**src/rtl/psram_ctrl_pkg.sv**
```systemverilog
package psram_ctrl_pkg;

  typedef enum logic [2:0] {
    SQ_IDLE,
    SQ_READ,
    SQ_WSET,
    SQ_WLOW,
    SQ_WREC
  } seq_st_e;

  localparam int DSETUP_NS  = 25;
  localparam int RELEASE_NS = 25;

  function automatic int ceil_div(int n, int d);
    return (n + d - 1) / d;
  endfunction

  function automatic int imax(int a, int b);
    return (a > b) ? a : b;
  endfunction

  function automatic int wpulse_ns(int grade_ns);
    return (grade_ns >= 70) ? 45 : 40;
  endfunction

  // select-low and address-setup to write end share one value
  function automatic int ce_end_ns(int grade_ns);
    return (grade_ns >= 70) ? 55 : 45;
  endfunction

  function automatic int rc_cyc(int clk_ns, int grade_ns);
    return ceil_div(grade_ns, clk_ns);
  endfunction

  function automatic int wp_cyc(int clk_ns, int grade_ns);
    return imax(ceil_div(wpulse_ns(grade_ns), clk_ns),
                imax(ceil_div(ce_end_ns(grade_ns), clk_ns), ceil_div(DSETUP_NS, clk_ns)));
  endfunction

  function automatic int rec_cyc(int clk_ns, int grade_ns);
    return imax(1, rc_cyc(clk_ns, grade_ns) - wp_cyc(clk_ns, grade_ns));
  endfunction

  function automatic int hz_cyc(int clk_ns);
    return ceil_div(RELEASE_NS, clk_ns);
  endfunction

  function automatic int win_cyc(int clk_ns, int window_ns);
    return window_ns / clk_ns;
  endfunction

  // latest window count at which a new access may still start
  function automatic int trig_cyc(int clk_ns, int grade_ns, int window_ns);
    int longest;
    longest = imax(rc_cyc(clk_ns, grade_ns),
                   hz_cyc(clk_ns) + wp_cyc(clk_ns, grade_ns) + rec_cyc(clk_ns, grade_ns));
    return win_cyc(clk_ns, window_ns) - rc_cyc(clk_ns, grade_ns) - longest - 1;
  endfunction

endpackage

```
**src/rtl/psram_bus_turn.sv**
```systemverilog
module psram_bus_turn #(
  parameter int HZ_CYC = 3
) (
  input  logic clk_i,
  input  logic rst_ni,
  input  logic oe_n_i,
  output logic turn_ok_o
);
  localparam int GW = $clog2(HZ_CYC + 1);
  localparam logic [GW-1:0] GMAX = GW'(HZ_CYC);

  logic [GW-1:0] gap_q, gap_d;

  // count of OE-high cycles including the current one
  always_comb begin
    if (!oe_n_i)           gap_d = '0;
    else if (gap_q == GMAX) gap_d = gap_q;
    else                   gap_d = gap_q + 1'b1;
  end

  always_ff @(posedge clk_i or negedge rst_ni) begin
    if (!rst_ni) gap_q <= GMAX;
    else         gap_q <= gap_d;
  end

  assign turn_ok_o = (gap_d == GMAX);
endmodule

```
**src/rtl/psram_refresh_guard.sv**
```systemverilog
module psram_refresh_guard #(
  parameter int RC_CYC   = 6,
  parameter int TRIG_CYC = 1484
) (
  input  logic clk_i,
  input  logic rst_ni,
  input  logic ce_n_i,
  output logic due_o
);
  localparam int RW = $clog2(RC_CYC + 1);
  localparam int WW = $clog2(TRIG_CYC + 1);
  localparam logic [RW-1:0] RMAX = RW'(RC_CYC);
  localparam logic [WW-1:0] WMAX = WW'(TRIG_CYC);

  logic [RW-1:0] run_q, run_d;
  logic [WW-1:0] win_q, win_d;

  always_comb begin
    if (!ce_n_i)            run_d = '0;
    else if (run_q == RMAX) run_d = run_q;
    else                    run_d = run_q + 1'b1;

    if (run_d == RMAX)      win_d = '0;
    else if (win_q == WMAX) win_d = win_q;
    else                    win_d = win_q + 1'b1;
  end

  always_ff @(posedge clk_i or negedge rst_ni) begin
    if (!rst_ni) begin
      run_q <= '0;
      win_q <= '0;
    end else begin
      run_q <= run_d;
      win_q <= win_d;
    end
  end

  assign due_o = (win_q == WMAX);
endmodule

```
**src/rtl/psram_seq.sv**
```systemverilog
module psram_seq
  import psram_ctrl_pkg::*;
#(
  parameter int AW      = 19,
  parameter int DW      = 8,
  parameter int RC_CYC  = 6,
  parameter int WP_CYC  = 5,
  parameter int REC_CYC = 1
) (
  input  logic          clk_i,
  input  logic          rst_ni,
  input  logic          req_valid_i,
  input  logic          req_write_i,
  input  logic [AW-1:0] req_addr_i,
  input  logic [DW-1:0] req_wdata_i,
  output logic          req_ready_o,
  input  logic          due_i,
  input  logic          turn_ok_i,
  input  logic [DW-1:0] dq_i,
  output logic          ce_n_o,
  output logic          oe_n_o,
  output logic          we_n_o,
  output logic [AW-1:0] addr_o,
  output logic [DW-1:0] dq_o,
  output logic          dq_oe_o,
  output logic          rsp_valid_o,
  output logic [DW-1:0] rsp_rdata_o
);
  localparam int CMAX = imax(RC_CYC, imax(WP_CYC, REC_CYC));
  localparam int CW   = $clog2(CMAX + 1);
  localparam logic [CW-1:0] RC_LD  = CW'(RC_CYC - 1);
  localparam logic [CW-1:0] WP_LD  = CW'(WP_CYC - 1);
  localparam logic [CW-1:0] REC_LD = CW'(REC_CYC - 1);

  seq_st_e       st_q, st_d;
  logic [CW-1:0] cnt_q, cnt_d;
  logic          take, rd_last;
  logic          ce_n_q, oe_n_q, we_n_q, dq_oe_q, rsp_v_q;
  logic [AW-1:0] addr_q;
  logic [DW-1:0] data_q, rsp_d_q;

  assign req_ready_o = (st_q == SQ_IDLE) && !due_i;
  assign take        = req_valid_i && req_ready_o;
  assign rd_last     = (st_q == SQ_READ) && (cnt_q == '0);

  always_comb begin
    st_d  = st_q;
    cnt_d = (cnt_q == '0) ? cnt_q : cnt_q - 1'b1;
    unique case (st_q)
      SQ_IDLE: begin
        if (take) begin
          if (!req_write_i) begin
            st_d  = SQ_READ;
            cnt_d = RC_LD;
          end else if (turn_ok_i) begin
            st_d  = SQ_WLOW;
            cnt_d = WP_LD;
          end else begin
            st_d = SQ_WSET;
          end
        end
      end
      SQ_READ: if (cnt_q == '0) st_d = SQ_IDLE;
      SQ_WSET: begin
        if (turn_ok_i) begin
          st_d  = SQ_WLOW;
          cnt_d = WP_LD;
        end
      end
      SQ_WLOW: begin
        if (cnt_q == '0) begin
          st_d  = SQ_WREC;
          cnt_d = REC_LD;
        end
      end
      SQ_WREC: if (cnt_q == '0) st_d = SQ_IDLE;
      default: st_d = SQ_IDLE;
    endcase
  end

  // strobes are registered from the next state so the pins stay glitch free
  always_ff @(posedge clk_i or negedge rst_ni) begin
    if (!rst_ni) begin
      st_q    <= SQ_IDLE;
      cnt_q   <= '0;
      ce_n_q  <= 1'b1;
      oe_n_q  <= 1'b1;
      we_n_q  <= 1'b1;
      dq_oe_q <= 1'b0;
      addr_q  <= '0;
      data_q  <= '0;
      rsp_v_q <= 1'b0;
      rsp_d_q <= '0;
    end else begin
      st_q    <= st_d;
      cnt_q   <= cnt_d;
      ce_n_q  <= (st_d == SQ_IDLE);
      oe_n_q  <= (st_d != SQ_READ);
      we_n_q  <= (st_d != SQ_WLOW);
      dq_oe_q <= (st_d == SQ_WLOW);
      if (take) begin
        addr_q <= req_addr_i;
        data_q <= req_wdata_i;
      end
      rsp_v_q <= rd_last;
      if (rd_last) rsp_d_q <= dq_i;
    end
  end

  assign ce_n_o      = ce_n_q;
  assign oe_n_o      = oe_n_q;
  assign we_n_o      = we_n_q;
  assign addr_o      = addr_q;
  assign dq_o        = data_q;
  assign dq_oe_o     = dq_oe_q;
  assign rsp_valid_o = rsp_v_q;
  assign rsp_rdata_o = rsp_d_q;
endmodule

```
**src/rtl/psram_ctrl.sv**
```systemverilog
module psram_ctrl
  import psram_ctrl_pkg::*;
#(
  parameter int CLK_NS    = 10,
  parameter int GRADE_NS  = 55,
  parameter int WINDOW_NS = 15000,
  parameter int AW        = 19,
  parameter int DW        = 8
) (
  input  logic          clk_i,
  input  logic          rst_ni,
  input  logic          req_valid_i,
  output logic          req_ready_o,
  input  logic          req_write_i,
  input  logic [AW-1:0] req_addr_i,
  input  logic [DW-1:0] req_wdata_i,
  output logic          rsp_valid_o,
  output logic [DW-1:0] rsp_rdata_o,
  output logic          mem_ce_n_o,
  output logic          mem_oe_n_o,
  output logic          mem_we_n_o,
  output logic [AW-1:0] mem_addr_o,
  output logic [DW-1:0] mem_dq_o,
  output logic          mem_dq_oe_o,
  input  logic [DW-1:0] mem_dq_i
);
  localparam int RC_CYC   = rc_cyc(CLK_NS, GRADE_NS);
  localparam int WP_CYC   = wp_cyc(CLK_NS, GRADE_NS);
  localparam int REC_CYC  = rec_cyc(CLK_NS, GRADE_NS);
  localparam int HZ_CYC   = hz_cyc(CLK_NS);
  localparam int TRIG_CYC = trig_cyc(CLK_NS, GRADE_NS, WINDOW_NS);

  logic due, turn_ok;

  psram_refresh_guard #(
    .RC_CYC  (RC_CYC),
    .TRIG_CYC(TRIG_CYC)
  ) u_guard (
    .clk_i (clk_i),
    .rst_ni(rst_ni),
    .ce_n_i(mem_ce_n_o),
    .due_o (due)
  );

  if (HZ_CYC > 0) begin : g_turn
    psram_bus_turn #(
      .HZ_CYC(HZ_CYC)
    ) u_turn (
      .clk_i    (clk_i),
      .rst_ni   (rst_ni),
      .oe_n_i   (mem_oe_n_o),
      .turn_ok_o(turn_ok)
    );
  end else begin : g_no_turn
    assign turn_ok = 1'b1;
  end

  psram_seq #(
    .AW     (AW),
    .DW     (DW),
    .RC_CYC (RC_CYC),
    .WP_CYC (WP_CYC),
    .REC_CYC(REC_CYC)
  ) u_seq (
    .clk_i      (clk_i),
    .rst_ni     (rst_ni),
    .req_valid_i(req_valid_i),
    .req_write_i(req_write_i),
    .req_addr_i (req_addr_i),
    .req_wdata_i(req_wdata_i),
    .req_ready_o(req_ready_o),
    .due_i      (due),
    .turn_ok_i  (turn_ok),
    .dq_i       (mem_dq_i),
    .ce_n_o     (mem_ce_n_o),
    .oe_n_o     (mem_oe_n_o),
    .we_n_o     (mem_we_n_o),
    .addr_o     (mem_addr_o),
    .dq_o       (mem_dq_o),
    .dq_oe_o    (mem_dq_oe_o),
    .rsp_valid_o(rsp_valid_o),
    .rsp_rdata_o(rsp_rdata_o)
  );
endmodule

```
**config.mk**
```make
export PLATFORM = sky130hd
export DESIGN_NAME = psram_ctrl
export DESIGN_NICKNAME = d
export VERILOG_FILES = /design/src/rtl/psram_ctrl_pkg.sv /design/src/rtl/psram_bus_turn.sv /design/src/rtl/psram_refresh_guard.sv /design/src/rtl/psram_seq.sv /design/src/rtl/psram_ctrl.sv
export SDC_FILE = /design/constraint.sdc
export NUM_CORES = 1
export LEC_CHECK = 0
export BUFFER_PORTS_ARGS = -buffer_cell sky130_fd_sc_hd__buf_4
export CORE_UTILIZATION = 40
export CTS_BUF_LIST = sky130_fd_sc_hd__clkbuf_8
export CTS_CLUSTER_SIZE = 28
export DETAILED_ROUTE_END_ITERATION = 8
export PLACE_DENSITY = 0.64
export SYNTH_ARGS = -nofsm -noshare
export SYNTH_HDL_FRONTEND = slang
export SYNTH_SLANG_ARGS = --single-unit
```
**constraint.sdc**
```tcl
create_clock -name clk_i -period 4.2 [get_ports clk_i]
set_input_delay 0.84 -clock clk_i [delete_from_list [all_inputs] [get_ports clk_i]]
set_output_delay 0.84 -clock clk_i [all_outputs]
set_load 0.01 [all_outputs]
```
==> reports/qor.yml <==
sta:
  worst_pin_slew_ps: 1030
  setup_viol: 0
  finClkSkew_ps: 7.01
  min_period_ps: 2700
  hold_violations: 0
  fmax_mhz: 371
  setup-tns-final_ps: 0
  max_slew_margin: 0.315
  postLayoutSetupSlackWorst_ps: 1500
  rsz0062_at_grt: "false"
  period_share: 0.642
  finalMaxSlewViolations: 0
die:
  die-area_mm2: 0.00718
  die_w_um: 84.7
  initial_core_util: 0.422
  fp.dieH_um: 84.7
  ios: 80
  coreArea_mm2: 0.00649
  fp-row-count: 29
run:
  max-cap-violations: 0
placed_design:
  dp.cells: 367
  gp_congestion: 0.802
  portBuffers: 79
  post-dp-hpwl_mm: 3.51
  post-place-ws_ps: 1390
critical_path:
  rrSetupSlack_ps: 1690
  critical_path.startpoint_type: "flip-flop"
  crit_required_ps: 3360
  arrival_ps: 1860
  crit_path_end_kind: "output pin"
  crit_type: "reg -> out"
  worst-path-max-fanout: 5
clocking:
  post_cts_buffers: 0
  path_clk_slew_ps: 70
  cts-root-buf: "clkbuf_8"
  cts_inserted_buffers: 9
  h-tree-depth: 3
  ctsResizeCount: 0
  clk_path_buf_depth: 2
  cts_sinks: 62
  cts_tree: "built"
  cts_hold_buffers: 0
  insertion_delay_ps: 330
yosys:
  ys_ff_latch: 62
  synth.distinct_cells: 45
  synth_area_leaders: "dfrtp_1, mux2_2, dfstp_2"
  avgSynthCellArea_um2: 12.6
  synth_common_cells: "dfrtp_1, mux2_2, nor2_1, inv_1, a21oi_1"
  ys_seq_area_frac: 0.569
  yosys_most_used_dff: "dfrtp_1"
  synth_top_area_share: 0.521
  syn_area_mm2: 0.00274
  synth-edff-count: 0
  yosysWarnings: 0
  synthesis.nets: 264
  yosysMostFrequentCell: "dfrtp_1"
  syn-instance-count: 218
  yosys.area.top_type: "dfrtp_1"
  ys_async_sr_fraction: 1.00
grt:
  grt_antenna_before_repair: 0
  grt_use_total: 0.153
  first_global_vias: 1808
  grt_max_degree: 63
  grt_pass1_wl_mm: 8.60
  grt.overflow.total: 0
route:
  ant_nets: 0
  via_per_inst: 5.12
  drtIter0Drc: 80
  routed_wirelength_mm: 5.08
  vias: 1960
  dr.pass1.iters: 7
  drc_errors: 12
  wl_per_cell_um: 13.3
power_and_ir_drop:
  clockPowerShare: 0.191
  p_switching_w: 0.000913
  p_sw_frac: 0.338
  p_comb_frac: 0.406
  power.total_w: 0.00270
  cellPowerDensity_mw_per_mm2: 755
  p_seq_frac: 0.403
  ir_worst_vdd_mv: 0.245
  intPower_w: 0.00179
  p_leak_nw: 1.70
outcome:
  violations: "design-rule violations"
  status: "complete, but fails checks"
min_path:
  min_path_type: "reg -> reg"
layout:
  stdcell_count: 383
  fin_nets: 347
  drive_above_1_share: 0.458
  areaGrowthSynthToFinish_pct: 30.7
  n_antenna_cell: 0
  n_fill_cell: 563
[critical path: stages, from the launching register on]
cell and delay [ps]:
dfrtp_1 410, inv_1 90, ha_1 190, and4b_1 230, and3_1 250, nor4_1 180, buf_4 170
[path summary, 6_finish.rpt]
| path | start | end | depth (start not counted) |
|---|---|---|---|
| worst max-delay path | u_guard.win_q[0] | req_ready_o | 6 |
| worst min-delay path | u_seq.rsp_rdata_o[2] | u_seq.rsp_rdata_o[2] | 1 |
| worst max register to register | u_seq.st_q[0] | u_seq.addr_o[5] | 3 |
| worst min register to register | u_seq.rsp_rdata_o[2] | u_seq.rsp_rdata_o[2] | 1 |
| max in group asynchronous | rst_ni | u_seq.cnt_q[2] | 1 |
| min in group asynchronous | rst_ni | u_seq.addr_o[16] | 1 |
[cell usage in the layout (no fill, tap or decap), types with 2 or more instances in the layout]
cell	instances
a21o_1	3
a21oi_1	8
and2_1	2
and3_1	5
buf_4	80
clkbuf_8	9
clkinv_2	2
clkinv_4	2
dfrtp_1	57
dfstp_2	5
ha_1	7
inv_1	9
mux2_2	35
nand2_1	6
nand2b_1	3
nand3_1	5
nand3b_1	2
nand4_1	4
nor2_1	18
nor3_1	2
nor3b_1	2
nor4_1	2
o21a_1	2
o21ai_0	4
or3_1	2
xor2_1	6
[cells by family (layout without fill, tap and decap cells)]
kind of cell / Yosys count / in the layout / share of synthesized area
muxes: 36 / 36 / 0.148
AOI/OAI and AO/OA: 30 / 30 / 0.0799
xor gates and xnor gates: 7 / 7 / 0.0224
DFF: 62 / 62 / 0.569
adders and majority gates: 7 / 7 / 0.0320
and+or+nand+nor: 59 / 59 / 0.118
buffers and inverters: 17 / 105 / 0.0315
[flip-flops by register name (all words and copies together) (netlist names)]
name and flops:
g_turn.u_turn.gap_q 2, u_guard.run_q 3, u_guard.win_q 11, u_seq.addr_o 19, u_seq.ce_n_o 1, u_seq.cnt_q 3
u_seq.dq_o 8, u_seq.dq_oe_o 1, u_seq.oe_n_o 1, u_seq.rsp_rdata_o 8, u_seq.rsp_valid_o 1, u_seq.st_q 3
u_seq.we_n_o 1
[area by class of cell]
class	count	area (µm²)	share of cell area
Clock inverter	7	73.8	0.0206
Sequential cell	62	1560	0.435
Tap cell	77	96.3	0.0269
Timing Repair Buffer	80	601	0.168
Inverter	9	33.8	0.00943
Multi-Input combinational cell	139	1090	0.306
Clock buffer	9	124	0.0346
[routing by layer]
metal,track usage,part of all wire,vias up
met3,0.0374,0.079,6
met5,0,0,-
met2,0.212,0.43,70
met1,0.223,0.48,944
met4,0.0786,0.015,0
li1,-,-,940
[power groups by stage]
stage	combinational [W]	sequential (W)	clock, W
6_report	0.00110	0.00109	0.000515
5_1_grt	0.00121	0.00113	0.000562
4_1_cts	0.00111	0.00109	0.000531
3_5_place_dp	0.00111	0.00110	0
3_3_place_gp	0.00109	0.00110	0
2_1_floorplan	0.000622	0.00114	0
[stage by stage]
stage	util	hold WS, ps	area (µm²)
after floorplan	-	485	2740
after global placement	0.521	491	3380
after detailed placement	0.521	493	3380
after CTS	0.551	511	3580
after global routing	0.551	524	3580
final	0.551	507	3580
Power figures use the tool's default switching activity.
